### src/rtl/acc_alu_pkg.sv
package acc_alu_pkg;

    localparam int DATA_W  = 8;
    localparam int INSTR_W = 14;
    localparam int ADDR_W  = 7;
    localparam int BIT_W   = $clog2(DATA_W);

    // positions of the flags inside the status byte
    localparam int C_POS  = 0;
    localparam int DC_POS = 1;
    localparam int Z_POS  = 2;

    typedef enum logic [4:0] {
        OP_NONE, OP_ADD, OP_SUB, OP_AND, OP_IOR, OP_XOR, OP_COM,
        OP_INC, OP_DEC, OP_MOVF, OP_PASSW, OP_PASSK, OP_CLR,
        OP_RL, OP_RR, OP_SWAP, OP_BCLR, OP_BSET, OP_BTST
    } op_e;

    typedef struct packed {
        logic c;
        logic dc;
        logic z;
    } flags_t;

    typedef struct packed {
        op_e    op;
        logic   use_lit;    // second source is the literal instead of f
        logic   to_file;    // destination is the file register
        logic   wr;         // result is written
        flags_t fwe;        // per-flag update enables
        logic   skip_zero;  // skip when result is zero
        logic   test_pol;   // bit test: skip when bit equals this
    } dec_t;

    function automatic flags_t flag_set(input logic c, input logic dc, input logic z);
        flag_set = '{c: c, dc: dc, z: z};
    endfunction

    function automatic logic [DATA_W-1:0] nib_swap(input logic [DATA_W-1:0] v);
        nib_swap = {v[DATA_W/2-1:0], v[DATA_W-1:DATA_W/2]};
    endfunction

endpackage

### src/rtl/acc_decode.sv
module acc_decode
    import acc_alu_pkg::*;
(
    input  logic [INSTR_W-1:0] instr,
    output dec_t               dec
);
    logic d_bit;
    assign d_bit = instr[7];

    always_comb begin
        dec = '{op: OP_NONE, use_lit: 1'b0, to_file: 1'b0, wr: 1'b0,
                fwe: flag_set(1'b0, 1'b0, 1'b0), skip_zero: 1'b0, test_pol: 1'b0};
        casez (instr[13:8])
            // byte-oriented group
            6'b000000: begin
                if (d_bit) begin
                    dec.op = OP_PASSW; dec.wr = 1'b1; dec.to_file = 1'b1;
                end
            end
            6'b000001: begin dec.op = OP_CLR;  dec.wr = 1'b1; dec.to_file = d_bit; dec.fwe.z = 1'b1; end
            6'b000010: begin dec.op = OP_SUB;  dec.wr = 1'b1; dec.to_file = d_bit; dec.fwe = flag_set(1'b1, 1'b1, 1'b1); end
            6'b000011: begin dec.op = OP_DEC;  dec.wr = 1'b1; dec.to_file = d_bit; dec.fwe.z = 1'b1; end
            6'b000100: begin dec.op = OP_IOR;  dec.wr = 1'b1; dec.to_file = d_bit; dec.fwe.z = 1'b1; end
            6'b000101: begin dec.op = OP_AND;  dec.wr = 1'b1; dec.to_file = d_bit; dec.fwe.z = 1'b1; end
            6'b000110: begin dec.op = OP_XOR;  dec.wr = 1'b1; dec.to_file = d_bit; dec.fwe.z = 1'b1; end
            6'b000111: begin dec.op = OP_ADD;  dec.wr = 1'b1; dec.to_file = d_bit; dec.fwe = flag_set(1'b1, 1'b1, 1'b1); end
            6'b001000: begin dec.op = OP_MOVF; dec.wr = 1'b1; dec.to_file = d_bit; dec.fwe.z = 1'b1; end
            6'b001001: begin dec.op = OP_COM;  dec.wr = 1'b1; dec.to_file = d_bit; dec.fwe.z = 1'b1; end
            6'b001010: begin dec.op = OP_INC;  dec.wr = 1'b1; dec.to_file = d_bit; dec.fwe.z = 1'b1; end
            6'b001011: begin dec.op = OP_DEC;  dec.wr = 1'b1; dec.to_file = d_bit; dec.skip_zero = 1'b1; end
            6'b001100: begin dec.op = OP_RR;   dec.wr = 1'b1; dec.to_file = d_bit; dec.fwe.c = 1'b1; end
            6'b001101: begin dec.op = OP_RL;   dec.wr = 1'b1; dec.to_file = d_bit; dec.fwe.c = 1'b1; end
            6'b001110: begin dec.op = OP_SWAP; dec.wr = 1'b1; dec.to_file = d_bit; end
            6'b001111: begin dec.op = OP_INC;  dec.wr = 1'b1; dec.to_file = d_bit; dec.skip_zero = 1'b1; end
            // bit-oriented group
            6'b0100??: begin dec.op = OP_BCLR; dec.wr = 1'b1; dec.to_file = 1'b1; end
            6'b0101??: begin dec.op = OP_BSET; dec.wr = 1'b1; dec.to_file = 1'b1; end
            6'b0110??: begin dec.op = OP_BTST; dec.test_pol = 1'b0; end
            6'b0111??: begin dec.op = OP_BTST; dec.test_pol = 1'b1; end
            // literal group, always to W
            6'b1100??: begin dec.op = OP_PASSK; dec.use_lit = 1'b1; dec.wr = 1'b1; end
            6'b111000: begin dec.op = OP_IOR; dec.use_lit = 1'b1; dec.wr = 1'b1; dec.fwe.z = 1'b1; end
            6'b111001: begin dec.op = OP_AND; dec.use_lit = 1'b1; dec.wr = 1'b1; dec.fwe.z = 1'b1; end
            6'b111010: begin dec.op = OP_XOR; dec.use_lit = 1'b1; dec.wr = 1'b1; dec.fwe.z = 1'b1; end
            6'b11110?: begin dec.op = OP_SUB; dec.use_lit = 1'b1; dec.wr = 1'b1; dec.fwe = flag_set(1'b1, 1'b1, 1'b1); end
            6'b11111?: begin dec.op = OP_ADD; dec.use_lit = 1'b1; dec.wr = 1'b1; dec.fwe = flag_set(1'b1, 1'b1, 1'b1); end
            default:   ;
        endcase
    end
endmodule

### src/rtl/acc_addsub.sv
module acc_addsub #(
    parameter int W   = 8,
    parameter int LOW = 4
) (
    input  logic [W-1:0] a,
    input  logic [W-1:0] b,
    input  logic         sub,
    output logic [W-1:0] sum,
    output logic         carry,
    output logic         half_carry
);
    logic [W-1:0] b_eff;
    logic [W:0]   full;
    logic [LOW:0] low;

    // subtraction as a + ~b + 1, so carry reads as "no borrow"
    assign b_eff = sub ? ~b : b;
    assign full  = {1'b0, a} + {1'b0, b_eff} + {{W{1'b0}}, sub};
    assign low   = {1'b0, a[LOW-1:0]} + {1'b0, b_eff[LOW-1:0]} + {{LOW{1'b0}}, sub};

    assign sum        = full[W-1:0];
    assign carry      = full[W];
    assign half_carry = low[LOW];
endmodule

### src/rtl/acc_alu.sv
module acc_alu
    import acc_alu_pkg::*;
(
    input  dec_t              dec,
    input  logic [DATA_W-1:0] w_val,
    input  logic [DATA_W-1:0] f_val,
    input  logic [DATA_W-1:0] lit,
    input  logic [BIT_W-1:0]  bit_sel,
    input  logic              c_cur,
    output logic [DATA_W-1:0] res,
    output flags_t            flg,
    output logic              skip_req
);
    logic [DATA_W-1:0] src;
    logic [DATA_W-1:0] as_sum;
    logic              as_c, as_dc;
    logic [DATA_W-1:0] bit_mask;
    logic              res_zero;

    assign src      = dec.use_lit ? lit : f_val;
    assign bit_mask = {{(DATA_W-1){1'b0}}, 1'b1} << bit_sel;

    acc_addsub #(.W(DATA_W), .LOW(DATA_W/2)) u_addsub (
        .a          (src),
        .b          (w_val),
        .sub        (dec.op == OP_SUB),
        .sum        (as_sum),
        .carry      (as_c),
        .half_carry (as_dc)
    );

    always_comb begin
        res   = '0;
        flg.c = c_cur;
        unique case (dec.op)
            OP_ADD, OP_SUB: res = as_sum;
            OP_AND:   res = src & w_val;
            OP_IOR:   res = src | w_val;
            OP_XOR:   res = src ^ w_val;
            OP_COM:   res = ~src;
            OP_INC:   res = src + 1'b1;
            OP_DEC:   res = src - 1'b1;
            OP_MOVF:  res = src;
            OP_PASSW: res = w_val;
            OP_PASSK: res = src;
            OP_CLR:   res = '0;
            OP_RL: begin res = {src[DATA_W-2:0], c_cur}; flg.c = src[DATA_W-1]; end
            OP_RR: begin res = {c_cur, src[DATA_W-1:1]}; flg.c = src[0]; end
            OP_SWAP:  res = nib_swap(src);
            OP_BCLR:  res = src & ~bit_mask;
            OP_BSET:  res = src | bit_mask;
            default:  res = '0;
        endcase
        if (dec.op == OP_ADD || dec.op == OP_SUB) flg.c = as_c;
    end

    assign res_zero = (res == '0);
    assign flg.dc   = as_dc;
    assign flg.z    = res_zero;

    always_comb begin
        skip_req = 1'b0;
        if (dec.op == OP_BTST)
            skip_req = ((src & bit_mask) != '0) == dec.test_pol;
        else if (dec.skip_zero)
            skip_req = res_zero;
    end
endmodule

### src/rtl/acc_exec_unit.sv
module acc_exec_unit
    import acc_alu_pkg::*;
#(
    parameter logic [6:0] STATUS_ADDR = 7'h03
) (
    input  logic        clk,
    input  logic        rst,
    input  logic        in_valid,
    input  logic [13:0] instr,
    input  logic [7:0]  w_in,
    input  logic [7:0]  f_in,
    input  logic        c_in,
    output logic        out_valid,
    output logic [7:0]  result,
    output logic        wr_en,
    output logic        dest_file,
    output logic [6:0]  f_addr,
    output logic        c_out,
    output logic        dc_out,
    output logic        z_out,
    output logic        c_we,
    output logic        dc_we,
    output logic        z_we,
    output logic        skip
);
    dec_t              dec;
    logic [DATA_W-1:0] alu_res;
    flags_t            alu_flg;
    logic              alu_skip;
    logic              hits_status;
    logic [DATA_W-1:0] merged;

    acc_decode u_dec (.instr(instr), .dec(dec));

    acc_alu u_alu (
        .dec      (dec),
        .w_val    (w_in),
        .f_val    (f_in),
        .lit      (instr[DATA_W-1:0]),
        .bit_sel  (instr[ADDR_W+BIT_W-1:ADDR_W]),
        .c_cur    (c_in),
        .res      (alu_res),
        .flg      (alu_flg),
        .skip_req (alu_skip)
    );

    // flag updates win over the data written into the status register
    assign hits_status = dec.wr && dec.to_file && (instr[ADDR_W-1:0] == STATUS_ADDR);

    always_comb begin
        merged = alu_res;
        if (hits_status) begin
            if (dec.fwe.c)  merged[C_POS]  = alu_flg.c;
            if (dec.fwe.dc) merged[DC_POS] = alu_flg.dc;
            if (dec.fwe.z)  merged[Z_POS]  = alu_flg.z;
        end
    end

    always_ff @(posedge clk) begin
        if (rst) begin
            out_valid <= 1'b0;
            result    <= '0;
            wr_en     <= 1'b0;
            dest_file <= 1'b0;
            f_addr    <= '0;
            c_out     <= 1'b0;
            dc_out    <= 1'b0;
            z_out     <= 1'b0;
            c_we      <= 1'b0;
            dc_we     <= 1'b0;
            z_we      <= 1'b0;
            skip      <= 1'b0;
        end else begin
            out_valid <= in_valid;
            result    <= merged;
            dest_file <= dec.to_file;
            f_addr    <= instr[ADDR_W-1:0];
            c_out     <= alu_flg.c;
            dc_out    <= alu_flg.dc;
            z_out     <= alu_flg.z;
            wr_en     <= in_valid && dec.wr;
            c_we      <= in_valid && dec.fwe.c;
            dc_we     <= in_valid && dec.fwe.dc;
            z_we      <= in_valid && dec.fwe.z;
            skip      <= in_valid && alu_skip;
        end
    end


    valid_follow_chk: assert property (@(posedge clk) disable iff (rst)
        in_valid |=> out_valid);


    idle_quiet_chk: assert property (@(posedge clk) disable iff (rst)
        !out_valid |-> !(wr_en || skip || c_we || dc_we || z_we));


    zero_flag_chk: assert property (@(posedge clk) disable iff (rst)
        (out_valid && z_we && !(wr_en && dest_file && f_addr == STATUS_ADDR))
            |-> (z_out == (result == 8'h00)));


    status_merge_chk: assert property (@(posedge clk) disable iff (rst)
        (out_valid && wr_en && dest_file && f_addr == STATUS_ADDR && z_we)
            |-> (result[Z_POS] == z_out));


    skip_zero_chk: assert property (@(posedge clk) disable iff (rst)
        (out_valid && skip && wr_en) |-> (result == 8'h00 && !z_we && !c_we));
endmodule

### config.mk
export PLATFORM = sky130hd
export DESIGN_NAME = acc_exec_unit
export DESIGN_NICKNAME = d
export VERILOG_FILES = /design/src/rtl/acc_alu_pkg.sv /design/src/rtl/acc_decode.sv /design/src/rtl/acc_addsub.sv /design/src/rtl/acc_alu.sv /design/src/rtl/acc_exec_unit.sv
export SDC_FILE = /design/constraint.sdc
export NUM_CORES = 1
export LEC_CHECK = 0
export ABC_AREA = 0
export CORE_UTILIZATION = 41
export CTS_CLUSTER_DIAMETER = 80
export DETAILED_ROUTE_END_ITERATION = 10
export GPL_TIMING_DRIVEN = 1
export SLEW_MARGIN = 20
export SYNTH_ARGS = -nofsm -noshare
export SYNTH_HDL_FRONTEND = slang
export SYNTH_SLANG_ARGS = --single-unit
### constraint.sdc
create_clock -name clk -period 7.35 [get_ports clk]
set_input_delay 2.205 -clock clk [delete_from_list [all_inputs] [get_ports clk]]
set_output_delay 2.205 -clock clk [all_outputs]
set_load 0.01 [all_outputs]
==> impl.org, run 1 <==
** Timing
- Max frequency :: approximately 150 MHz
- Measured against its own limit, the worst slew margin works out to between 40% and 50%.
- The final critical path takes up approximately 92% of the cycle.
- Final slew viol count :: 0
- The count of endpoints failing hold in the final timing report is 0.
- Setup repair after global routing left no endpoint under its margin.
- Setup total negative slack on the finished layout was measured at 0 ps.
- Worst Hold Slack :: 2570 ps
- Final setup viols :: 0
- Slew at the pin closest to its max-slew limit :: between 700 and 800 ps
- Min cycle time layout :: roughly 6800 ps

** Final layout
- Counting the fill cells in the layout gives approximately 790.
- Storage element area :: between 500 and 600 um^2
- In the final design database the tool counted about 560 nets.
- The number of antenna diodes in the final layout is 0.
- Cells fill between 50% and 60% of the core in the end.
- From synthesis to final layout, the design area changed by 22.3%.
- The post-route netlist has between 10% and 20% of its cells at a drive strength greater than 1.
- Multi-input gate area :: between 0.002 and 0.003 mm^2

** Critical path
- STA classifies the critical path startpoint as an input port.
- Counting both buffers and inverters, the worst setup path holds a total of 1.
- Data required time at the worst endpoint :: between 7000 and 8000 ps
- In this design, the largest share of critical-path delay is due to simple AND/OR/NAND/NOR gates.
- The critical path goes through clkdlybuf4s50_1, nor4_1, nand3_1, o2111ai_1, nor2_1, or2_1, xnor2_1, ha_1, a21oi_1, nor2b_1, a211oi_1, a211oi_1, o2111ai_1, a2111oi_2, nor2b_1, nand4_2, nor2_1.
- Data arrives at the worst endpoint at between 6000 and 7000 ps.
- Critical-path maximum fanout :: 18
- On the worst path, the slowest cell contributes a delay of ~730 ps.
- By startpoint and endpoint, the worst setup path is classified as in -> reg.
- Worst Setup End Kind :: register
- The slowest stage of the critical path belongs to the cell clkdlybuf4s50_1.

** Placement
- Final Wtd Congestion :: roughly 1
- Once detailed placement completed, the half-perimeter wirelength came to between 10,000 and 15,000 um.
- Input and output buffers added on the ports amount to 58.

** CTS
- In this run the number of H-tree levels came out at 1.
- For this design, the sink count on the clock tree is 25.
- TritonCTS clock tree :: built
- The root buffer cell chosen for the clock tree is clkbuf_8.
- The number of hold buffers added after CTS was 0.
- Post CTS Setup Buffer Count :: 0
- Num CTS Buffers :: 3
- Post-CTS repair changed the size of 0 cells.
- After clock tree synthesis, the clock-pin slew on the worst setup and hold paths is 80 ps.
- Counting along the longest clock path gives a buffer depth of 2.

** Floorplanning
- Die Outline Area :: 0.00867 mm^2
- Initial standard-cell utilization of the core :: 43.1%
- The floorplan step defined a core boundary enclosing 0.00789 mm^2.
- Standard-cell row count :: 32
- Die X :: between 90 and 100 um
- Io pins :: between 50 and 60
- From bottom edge to top edge, the die measures just over 90 um.

** Yosys
- Synthesis produced a netlist whose cell count is 456.
- The synthesized netlist contains 95 unique library cells.
- Post-synthesis net count :: around 510
- The most used flip-flop cell after synthesis is dfxtp_1.
- The share of the Yosys chip area taken by registers is ~15%.
- Total number of yosys warnings :: 0
- Post-synthesis sequential element count :: 25
- For this run, asynchronously set or reset flops after synthesis account for 0%.
- Summing every instance area after synthesis gives 0.00340 mm^2.
- Yosys mapped a number of flops with a built-in enable equal to 0.
- Dividing the synthesized area by the synthesized cell count gives 7.46 um^2.

** Detailed routing
- Number of search-and-repair iterations in the first detailed-routing pass :: 5
- Detailed-route wire length :: 13,000 um
- For this run, design rule violations remaining after detail routing come to 0.
- Number of violations reported at the end of detailed-routing iteration 0 :: between 500 and 600
- In the final routed layout, each cell accounts on average for about 21 um.
- Summing over every cut layer, the via total after detailed routing is ~3,900.
- Once detail routing completed, the nets flagged for antenna violations numbered 0.
- Detail-routed via count per cell :: between 6 and 7

** Flow run
- Count of maximum capacitance violations :: 0

** GRT
- The total overflow left after global routing is 0.
- Entering global routing, the biggest net connects 22 pins.
- Across every metal layer, demand over resource in global routing totals between 30% and 40%.
- The number of global-route vias before repair was around 3,600.
- Global-route wire length before repair :: around 20,000 um
- Number of antenna violations at the first check in global routing :: 0

** Power and ir drop
- VDD sags by at most ~0.000059 V.
- Leakage :: around 0.0016 uW
- Dividing total power by cell area gives a power density of between 100 and 150 mW/mm^2.

** Min path
- The tightest min-delay check is of the in -> reg type.

** Outcome
- The run finished with clean final reports.
[layout make-up]
class                      count  area share (%)
tap                          102            3.07
timing repair buffer          81            18.1
clock inverter                 1           0.180
inverter                      18            1.74
clock buffer                   3           0.992
sequential                    25            12.0
multi-input combinational    381            63.9
[per-stage QoR]
step | worst slack, ps | total power [uW] | instances | instance area (um^2)
final | 572 | 507 | 611 | 4160
after detailed placement | 414 | 426 | 607 | 4110
after CTS | 681 | 505 | 611 | 4160
after global routing | 220 | 539 | 611 | 4160
after floorplan | 1580 | 327 | 456 | 3400
after global placement | 545 | 426 | 607 | 4110
[synth_stat cells (3+ instances only)]
cell type | instances | share of area [%]
nor3_1 | 12 | 1.8
o2111ai_1 | 4 | 1.0
a211oi_1 | 8 | 1.8
buf_4 | 6 | 1.3
o31ai_1 | 3 | 0.66
and2_1 | 3 | 0.55
buf_2 | 11 | 1.6
nand4b_1 | 3 | 0.77
o221ai_1 | 3 | 0.77
nand3_1 | 14 | 2.1
dfxtp_1 | 25 | 15
a31oi_1 | 6 | 1.1
xnor2_1 | 16 | 4.1
a21oi_1 | 28 | 4.1
nand2_1 | 39 | 4.3
o21ai_1 | 4 | 0.59
ha_1 | 13 | 4.8
nand3b_1 | 3 | 0.66
clkbuf_1 | 12 | 1.3
or3_1 | 5 | 0.92
mux2i_1 | 6 | 1.8
a21o_1 | 5 | 1.1
nor4_1 | 6 | 1.1
inv_1 | 16 | 1.8
mux2_2 | 3 | 0.99
o21ai_0 | 25 | 3.7
o21a_1 | 3 | 0.66
nand2b_1 | 7 | 1.3
xor2_1 | 3 | 0.77
nand4_1 | 8 | 1.5
o22ai_1 | 6 | 1.1
a221oi_1 | 3 | 0.77
a211o_1 | 3 | 0.77
nor2_1 | 45 | 5.0
nor2b_1 | 13 | 2.4
o211ai_1 | 4 | 0.88
or3b_2 | 3 | 0.77
[routing by layer]
layer / vias to the layer above / global-route usage [%] / wire length [um]
met5: - / 0 / 0
met1: 1861 / 41.8 / 5830
met4: 0 / 9.87 / 399
li1: 1828 / - / -
met3: 31 / 3.33 / 1020
met2: 209 / 49.0 / 5730
[path summary, 6_finish.rpt]
check	from	to	cells after the start	slack [ps]
hold / removal	instr[2]	f_addr[2]	2	2570
setup / recovery	instr[13]	z_out	17	570
[cell families after synthesis]
family                   share of synthesized area [%]
adder cells (fa/ha/maj)                           5.96
buffers and inverters                             7.17
multiplexers                                      5.55
AND/OR/NAND/NOR                                   31.5
flip-flops                                        14.7
AO/OA/AOI/OAI                                     30.2
XOR/XNOR                                          4.89
[state kept, by name, summed over array words and instances, names as in the netlist]
register,flops
dc_we,1
c_we,1
f_addr,7
dest_file,1
z_out,1
dc_out,1
z_we,1
skip,1
out_valid,1
c_out,1
wr_en,1
result,8
[cells in the final DEF (no fill, tap or decap), drive strengths merged, types with 4 or more instances in the layout]
master	n
a211oi	9
a21o	5
a21oi	28
a31oi	6
buf	23
clkdlybuf4s50	58
dfxtp	25
ha	13
inv	17
mux2i	10
nand2	39
nand2b	7
nand3	15
nand4	9
nand4b	4
nor2	45
nor2b	13
nor3	12
nor4	7
nor4b	4
o2111ai	4
o211ai	4
o21ai	29
o22ai	8
or2	4
or3	5
or3b	5
xnor2	16
[power breakdown]
part	switching, uW	total, uW	internal, uW	leakage [uW]
sequential	2.32	147	145	0.000206
clock	39.7	78.0	38.3	0.0000217
combinational	161	282	121	0.00137
total	203	507	304	0.00160
No activity file was read; power rests on OpenSTA's default activity.
==> inputs of run 2 (changes only) <==
CAP_MARGIN = 20   (was not set)
==> results of run 2 <==
Final layout, timing and power as in run 1 (identical DEF).
